--- src/rtl/vlan_tbl_pkg.sv ---
package vlan_tbl_pkg;
    localparam int PORT_CNT = 6;
    localparam int VID_W    = 12;
    localparam int PRI_W    = 3;
    localparam int OPC_W    = 3;

    localparam logic [OPC_W-1:0] OPC_LOAD  = 3'd2;
    localparam logic [OPC_W-1:0] OPC_PURGE = 3'd3;
    localparam logic [OPC_W-1:0] OPC_FIND  = 3'd6;

    typedef struct packed {
        logic                valid;
        logic [VID_W-1:0]    vid;
        logic [PORT_CNT-1:0] members;
        logic                pri_en;
        logic [PRI_W-1:0]    pri;
    } vt_entry_t;

    typedef enum logic [1:0] {
        ST_IDLE   = 2'd0,
        ST_SCAN   = 2'd1,
        ST_COMMIT = 2'd2
    } scan_state_e;
endpackage

--- src/rtl/vlan_cmd_regs.sv ---
module vlan_cmd_regs
    import vlan_tbl_pkg::*;
(
    input  logic                clk,
    input  logic                rst_n,
    input  logic                wr0_en,
    input  logic                wr1_en,
    input  logic [31:0]         wdata,
    input  logic                commit_done,
    input  logic                set_full,
    input  logic                find_upd,
    input  logic                find_hit,
    input  vt_entry_t           find_entry,
    output logic                start,
    output logic [OPC_W-1:0]    op,
    output logic [VID_W-1:0]    vid,
    output logic                pri_en,
    output logic [PRI_W-1:0]    pri,
    output logic [PORT_CNT-1:0] members,
    output logic [31:0]         reg0_out,
    output logic [31:0]         reg1_out
);
    logic [OPC_W-1:0]    op_q;
    logic [VID_W-1:0]    vid_q;
    logic                pen_q;
    logic [PRI_W-1:0]    pri_q;
    logic                busy_q;
    logic                full_q;
    logic                val1_q;
    logic [PORT_CNT-1:0] map_q;
    logic                unused_bits;

    assign unused_bits = ^{wdata[15:12], wdata[10:6]};
    assign start = wr0_en && !busy_q && wdata[3];

    always_ff @(posedge clk) begin
        if (!rst_n) begin
            op_q   <= '0;
            vid_q  <= '0;
            pen_q  <= 1'b0;
            pri_q  <= '0;
            busy_q <= 1'b0;
            full_q <= 1'b0;
            val1_q <= 1'b0;
            map_q  <= '0;
        end else begin
            if (wr0_en && !busy_q) begin
                op_q   <= wdata[2:0];
                vid_q  <= wdata[27:16];
                pri_q  <= wdata[30:28];
                pen_q  <= wdata[31];
                busy_q <= wdata[3];
            end
            if (wr1_en && !busy_q) begin
                val1_q <= wdata[11];
                map_q  <= wdata[PORT_CNT-1:0];
            end
            if (commit_done) begin
                busy_q <= 1'b0;
            end
            if (find_upd) begin
                if (find_hit) begin
                    val1_q <= 1'b1;
                    map_q  <= find_entry.members;
                    pen_q  <= find_entry.pri_en;
                    pri_q  <= find_entry.pri;
                end else begin
                    val1_q <= 1'b0;
                    map_q  <= '0;
                end
            end
            if (wr0_en && wdata[4]) begin
                full_q <= 1'b0;
            end
            if (set_full) begin
                full_q <= 1'b1;
            end
        end
    end

    assign op      = op_q;
    assign vid     = vid_q;
    assign pri_en  = pen_q;
    assign pri     = pri_q;
    assign members = map_q;

    assign reg0_out = {pen_q, pri_q, vid_q, 11'b0, full_q, busy_q, op_q};
    assign reg1_out = {20'b0, val1_q, 5'b0, map_q};
endmodule

--- src/rtl/vlan_entry_store.sv ---
module vlan_entry_store
    import vlan_tbl_pkg::*;
#(
    parameter int DEPTH = 16,
    localparam int IDX_W = $clog2(DEPTH)
) (
    input  logic             clk,
    input  logic             rst_n,
    input  logic [IDX_W-1:0] rd_idx,
    output vt_entry_t        rd_entry,
    input  logic             we,
    input  logic [IDX_W-1:0] wr_idx,
    input  vt_entry_t        wr_entry
);
    vt_entry_t slots [DEPTH];

    for (genvar g = 0; g < DEPTH; g++) begin : g_slot
        always_ff @(posedge clk) begin
            if (!rst_n) begin
                slots[g] <= '0;
            end else if (we && (wr_idx == IDX_W'(g))) begin
                slots[g] <= wr_entry;
            end
        end
    end

    assign rd_entry = slots[rd_idx];
endmodule

--- src/rtl/vlan_scan_fsm.sv ---
module vlan_scan_fsm
    import vlan_tbl_pkg::*;
#(
    parameter int DEPTH = 16,
    localparam int IDX_W = $clog2(DEPTH)
) (
    input  logic                clk,
    input  logic                rst_n,
    input  logic                start,
    input  logic [OPC_W-1:0]    op,
    input  logic [VID_W-1:0]    vid,
    input  logic                pri_en,
    input  logic [PRI_W-1:0]    pri,
    input  logic [PORT_CNT-1:0] members,
    output logic [IDX_W-1:0]    rd_idx,
    input  vt_entry_t           rd_entry,
    output logic                tbl_we,
    output logic [IDX_W-1:0]    tbl_widx,
    output vt_entry_t           tbl_wentry,
    output logic                commit_done,
    output logic                set_full,
    output logic                find_upd,
    output logic                find_hit,
    output vt_entry_t           find_entry
);
    localparam logic [IDX_W-1:0] LAST_IDX = IDX_W'(DEPTH - 1);

    scan_state_e      state_q, state_d;
    logic [IDX_W-1:0] idx_q;
    logic             hit_q;
    logic [IDX_W-1:0] hit_idx_q;
    vt_entry_t        hit_entry_q;
    logic             free_q;
    logic [IDX_W-1:0] free_idx_q;
    logic             match;

    assign rd_idx = idx_q;
    assign match  = rd_entry.valid && (rd_entry.vid == vid);

    // State register and scan bookkeeping
    always_ff @(posedge clk) begin
        if (!rst_n) begin
            state_q     <= ST_IDLE;
            idx_q       <= '0;
            hit_q       <= 1'b0;
            hit_idx_q   <= '0;
            hit_entry_q <= '0;
            free_q      <= 1'b0;
            free_idx_q  <= '0;
        end else begin
            state_q <= state_d;
            unique case (state_q)
                ST_IDLE: begin
                    if (start) begin
                        idx_q  <= '0;
                        hit_q  <= 1'b0;
                        free_q <= 1'b0;
                    end
                end
                ST_SCAN: begin
                    if (match) begin
                        hit_q       <= 1'b1;
                        hit_idx_q   <= idx_q;
                        hit_entry_q <= rd_entry;
                    end else begin
                        if (!rd_entry.valid && !free_q) begin
                            free_q     <= 1'b1;
                            free_idx_q <= idx_q;
                        end
                        if (idx_q != LAST_IDX) begin
                            idx_q <= idx_q + 1'b1;
                        end
                    end
                end
                ST_COMMIT: begin
                    idx_q <= '0;
                end
                default: begin
                    idx_q <= '0;
                end
            endcase
        end
    end

    // Next state and outputs
    always_comb begin
        state_d     = state_q;
        tbl_we      = 1'b0;
        tbl_widx    = '0;
        tbl_wentry  = '0;
        commit_done = 1'b0;
        set_full    = 1'b0;
        find_upd    = 1'b0;
        find_hit    = 1'b0;
        find_entry  = hit_entry_q;
        unique case (state_q)
            ST_IDLE: begin
                if (start) begin
                    state_d = ST_SCAN;                 // T_START
                end
            end
            ST_SCAN: begin
                if (match || (idx_q == LAST_IDX)) begin
                    state_d = ST_COMMIT;               // T_HIT / T_EXHAUST
                end
            end
            ST_COMMIT: begin
                state_d     = ST_IDLE;                 // T_DONE
                commit_done = 1'b1;
                if (op == OPC_LOAD) begin
                    tbl_wentry = '{valid: 1'b1, vid: vid, members: members,
                                   pri_en: pri_en, pri: pri};
                    if (hit_q) begin
                        tbl_we   = 1'b1;
                        tbl_widx = hit_idx_q;
                        set_full = 1'b1;
                    end else if (free_q) begin
                        tbl_we   = 1'b1;
                        tbl_widx = free_idx_q;
                    end else begin
                        set_full = 1'b1;
                    end
                end else if (op == OPC_PURGE) begin
                    if (hit_q) begin
                        tbl_we   = 1'b1;
                        tbl_widx = hit_idx_q;
                    end
                end else if (op == OPC_FIND) begin
                    find_upd = 1'b1;
                    find_hit = hit_q;
                end
            end
            default: begin
                state_d = ST_IDLE;
            end
        endcase
    end
endmodule

--- src/rtl/vlan_member_table.sv ---
module vlan_member_table
    import vlan_tbl_pkg::*;
#(
    parameter int DEPTH = 16,
    localparam int IDX_W = $clog2(DEPTH)
) (
    input  logic        clk,
    input  logic        rst_n,
    input  logic        wr0_en,
    input  logic        wr1_en,
    input  logic [31:0] wdata,
    output logic [31:0] reg0_out,
    output logic [31:0] reg1_out
);
    logic                start;
    logic [OPC_W-1:0]    op;
    logic [VID_W-1:0]    vid;
    logic                pri_en;
    logic [PRI_W-1:0]    pri;
    logic [PORT_CNT-1:0] members;
    logic [IDX_W-1:0]    rd_idx;
    vt_entry_t           rd_entry;
    logic                tbl_we;
    logic [IDX_W-1:0]    tbl_widx;
    vt_entry_t           tbl_wentry;
    logic                commit_done;
    logic                set_full;
    logic                find_upd;
    logic                find_hit;
    vt_entry_t           find_entry;

    vlan_cmd_regs u_regs (
        .clk        (clk),
        .rst_n      (rst_n),
        .wr0_en     (wr0_en),
        .wr1_en     (wr1_en),
        .wdata      (wdata),
        .commit_done(commit_done),
        .set_full   (set_full),
        .find_upd   (find_upd),
        .find_hit   (find_hit),
        .find_entry (find_entry),
        .start      (start),
        .op         (op),
        .vid        (vid),
        .pri_en     (pri_en),
        .pri        (pri),
        .members    (members),
        .reg0_out   (reg0_out),
        .reg1_out   (reg1_out)
    );

    vlan_entry_store #(.DEPTH(DEPTH)) u_store (
        .clk     (clk),
        .rst_n   (rst_n),
        .rd_idx  (rd_idx),
        .rd_entry(rd_entry),
        .we      (tbl_we),
        .wr_idx  (tbl_widx),
        .wr_entry(tbl_wentry)
    );

    vlan_scan_fsm #(.DEPTH(DEPTH)) u_fsm (
        .clk        (clk),
        .rst_n      (rst_n),
        .start      (start),
        .op         (op),
        .vid        (vid),
        .pri_en     (pri_en),
        .pri        (pri),
        .members    (members),
        .rd_idx     (rd_idx),
        .rd_entry   (rd_entry),
        .tbl_we     (tbl_we),
        .tbl_widx   (tbl_widx),
        .tbl_wentry (tbl_wentry),
        .commit_done(commit_done),
        .set_full   (set_full),
        .find_upd   (find_upd),
        .find_hit   (find_hit),
        .find_entry (find_entry)
    );
endmodule

--- config.mk ---
export PLATFORM = sky130hd
export DESIGN_NAME = vlan_member_table
export DESIGN_NICKNAME = d
export VERILOG_FILES = /design/src/rtl/vlan_tbl_pkg.sv /design/src/rtl/vlan_cmd_regs.sv /design/src/rtl/vlan_entry_store.sv /design/src/rtl/vlan_scan_fsm.sv /design/src/rtl/vlan_member_table.sv
export SDC_FILE = /design/constraint.sdc
export NUM_CORES = 1
export LEC_CHECK = 0
export ABC_CLOCK_PERIOD_IN_PS = 8100
export BUFFER_PORTS_ARGS = -buffer_cell sky130_fd_sc_hd__buf_2
export CAP_MARGIN = 10
export CELL_PAD_IN_SITES_DETAIL_PLACEMENT = 1
export CELL_PAD_IN_SITES_GLOBAL_PLACEMENT = 1
export CORE_ASPECT_RATIO = 1.4
export CORE_MARGIN = 3
export CORE_UTILIZATION = 33
export DETAILED_ROUTE_END_ITERATION = 12
export PLACE_DENSITY = 0.61
export SETUP_SLACK_MARGIN = 0.3
export SYNTH_ARGS = -nofsm -noshare
export SYNTH_HDL_FRONTEND = slang
export SYNTH_SLANG_ARGS = --single-unit
export TNS_END_PERCENT = 100
--- constraint.sdc ---
create_clock -name clk -period 8.1 [get_ports clk]
set_input_delay 0 -clock clk [delete_from_list [all_inputs] [get_ports clk]]
set_output_delay 0 -clock clk [all_outputs]
set_load 0.01 [all_outputs]
==> results_dict.tcl <==
set metrics [dict create \
    async_flop_share_pct 0 \
    grt_max_degree 52 \
    antenna_found_initial 0 \
    hold_violations 0 \
    max_freq_mhz 211 \
    p_leak_nw 7.58 \
    vias 11359 \
    die_area_um2 62200 \
    dpl.hpwl_um 32500 \
    clock_latency_ns 0.55 \
    antennaDiodeCount 0 \
    rows 104 \
    peakVddDrop_mv 0.125 \
    gr-usage-all-layers_pct 16.5 \
    cts_max_level 2 \
    cp.required_ns 8.51 \
    drc 0 \
    fp.dieW_um 212 \
    finalClockSkew_ns 0.0159 \
    initial_utilization_pct 33.6 \
    clockPowerShare_pct 39.4 \
    drive_gt1_share_pct 19.4 \
    reg2reg_to "u_fsm.hit_idx_q[1]" \
    io-pin-count 100 \
    critical_path_arrival_ns 5.16 \
    synth-edff-count 368 \
    grt_pass1_vias 12215 \
    synth_warnings 0 \
    synthCells 1397 \
    layout.nets 1479 \
    cp_slowest_cell "dfxtp_4" \
    synth_top_cell_by_area "edfxtp_1" \
    reg2reg_slack_ns 3.35 \
    cts_tree "built" \
    clockRootBuffer "clkbuf_16" \
    max_cap_violations 0 \
    end_kind "flop" \
    slowest_delay_ns 0.94 \
    p_per_area_nw_per_um2 212 \
    gp_congestion 0.762 \
    hp-class "in2reg" \
    yosysSeqAreaShare_pct 62.5 \
    p_int_mw 3.60 \
    period_minus_slack_ns 4.75 \
    clockBufferDepth 3 \
    critical_path_class "reg2reg" \
    r2r_cells 10 \
    rsz0062_at_grt "no" \
    dr.first_iter.drc_count 683 \
    cts_buffers 41 \
    drt_wl_total_um 51300 \
    cpMostUsedCell "mux2i_1" \
    tns_ns 0 \
    post_cts.repair.setup_buffers 0 \
    slew_violations 0 \
    synth_flop_cell "edfxtp_1" \
    synth_area_um2 19500 \
    mostFrequentLayoutCells "edfxtp_1 (368), and2_1 (340), mux4_2 (83), nand2_1 (70)" \
    synth_top_cells_by_area "edfxtp_1 (57%), and2_1 (11%), mux4_2 (9.6%), dfxtp_1 (5.9%), mux2i_1 (2.4%)" \
    switching_power_mw 1.05 \
    core-area_um2 58000 \
    fin_crit_sh_pct 58.6 \
    seqPwrFrac_pct 54.3 \
    setup_viol 0 \
    max-slew-margin-rel_pct 24.9 \
    cp_cell_sequence "buf_4, mux4_2, mux2i_1, xnor2_1, nand2_1, o2111ai_1, nor4_2, and3_1, mux2i_1, nor2_1" \
    pwr-share-comb_pct 6.3 \
    worstPathMaxFanout 51 \
    cp-start-kind "flop" \
    die_y_um 294 \
    grt_overflow 0 \
    postSynthAreaPerCell_um2 14.0 \
    tightestPinTransition_ns 1.12 \
    routedWlPerCell_um 23.2 \
    drtPass1Iterations 5 \
    area_delta_synth_final_pct 12.5 \
    status "finished clean" \
    postRouteAntennaNets 0 \
    hold_slack_ns 0.0776 \
    cts.sinks 426 \
    ys_seq_elements 426 \
    avgViaCountPerCell 5.12 \
    critPathCapture "u_fsm.hit_idx_q[1]" \
    p_sw_share_pct 22.6 \
    io_buffers 54 \
    synth_top_area_share_pct 56.6 \
    yosysUniqueCellTypes 57 \
    layout_commonest_cell "edfxtp_1" \
    cts.clk_slew.worst_paths_ns 0.06 \
    grt_first_pass_wirelength_um 77300 \
]
[worst min path at each step]
stage,end,from,cells past startpoint,slack (ns)
6_report,u_fsm.free_q,rst_n,3,0.08
5_1_grt,u_regs.busy_q,rst_n,4,0.09
4_1_cts,u_fsm.free_q,rst_n,3,0.06
3_5_place_dp,u_regs.vid[10],wdata[26],3,0.25
3_3_place_gp,u_regs.vid[1],wdata[17],3,0.24
2_1_floorplan,u_regs.op[0],wdata[0],2,0.14
[worst max-delay path, delay by kind of cell (launching register included)]
kind / cells / cell delay, ns
buf+inv: 1 / 0.75
mux: 3 / 0.95
simple gates: 4 / 1.59
compound gates: 1 / 0.17
xor+xnor: 1 / 0.16
flops: 1 / 0.94
[routing by layer]
layer	vias up	global-route usage [%]	wire [um]
li1	5096	-	-
met1	5943	19.8	20900
met2	240	31.1	27600
met3	80	2.00	1690
met4	0	4.48	1200
met5	-	0	0
[final cells by class]
class / count / area (um2)
fillers: 5967 / 36100
inverters: 6 / 22.5
clock inverters: 21 / 121
flip-flops and latches: 426 / 12200
multi-input cells: 843 / 6690
repair buffers: 124 / 861
well taps: 742 / 928
clock buffers: 55 / 1130
[per-stage QoR]
step	utilization (%)	std cells	setup WS [ns]	power [mW]	instance area, um2
finish	37.9	2217	3.35	4.66	22000
CTS	37.9	2217	3.24	4.72	22000
floorplan	-	1432	4.17	2.76	19700
detailed placement	35.3	2115	3.25	2.87	20500
global route	37.9	2217	2.94	4.81	22000
global placement	35.3	2115	3.31	2.85	20500
[cells by family (layout without fill, tap and decap cells)]
group / after synthesis / in the layout / synth area share (%)
XOR/XNOR: 14 / 14 / 0.628
other: 1 / 36 / 0.0192
AND/OR/NAND/NOR: 523 / 523 / 15.3
flip-flops: 426 / 426 / 62.5
adder cells (fa/ha/maj): 1 / 1 / 0.0641
multiplexers: 150 / 150 / 13.2
AO/OA/AOI/OAI: 119 / 119 / 3.99
buffers and inverters: 163 / 206 / 4.25
[timing repair]
action	4_1_cts	5_1_grt
hold endpoints to repair	29	0
hold buffers	26	0
resized for setup	0	0
[power groups by stage]
| stage | sequential [mW] | combinational [mW] | clock, mW |
|---|---|---|---|
| finish | 2.53 | 0.292 | 1.84 |
| global route | 2.54 | 0.316 | 1.96 |
| CTS | 2.53 | 0.298 | 1.89 |
| detailed placement | 2.58 | 0.288 | 0 |
| global placement | 2.57 | 0.285 | 0 |
| floorplan | 2.54 | 0.215 | 0 |
[synthesized netlist by cell type (all sizes together), types with 4 or more instances]
cell type and instances:
a311oi 4, nand3 21, inv 5, nor3b 4
buf 74, o22ai 9, mux2i 47, a221oi 7
mux2 19, a211oi 7, o2bb2ai 4, nand2 70
nor2b 9, a21oi 30, a22o 5, edfxtp 368
mux4 84, and2 340, nor2 37, nand3b 4
a21o 6, dfxtp 58, o21ai 32, nor3 19
clkbuf 83, nand2b 6, xnor2 11
[flip-flops by register name (all words and copies together), names as in the netlist, named ones only]
register,cells
u_regs.val1_q,1
u_regs.pri,3
u_regs.vid,12
u_store.slots,368
u_fsm.state_q,2
u_regs.full_q,1
u_fsm.free_q,1
u_fsm.hit_idx_q,4
u_regs.busy_q,1
u_fsm.free_idx_q,4
u_regs.members,6
u_regs.op,3
u_fsm.hit_q,1
u_regs.pri_en,1
u_fsm.find_entry,10
u_fsm.rd_idx,4
Power figures use the tool's default switching activity.
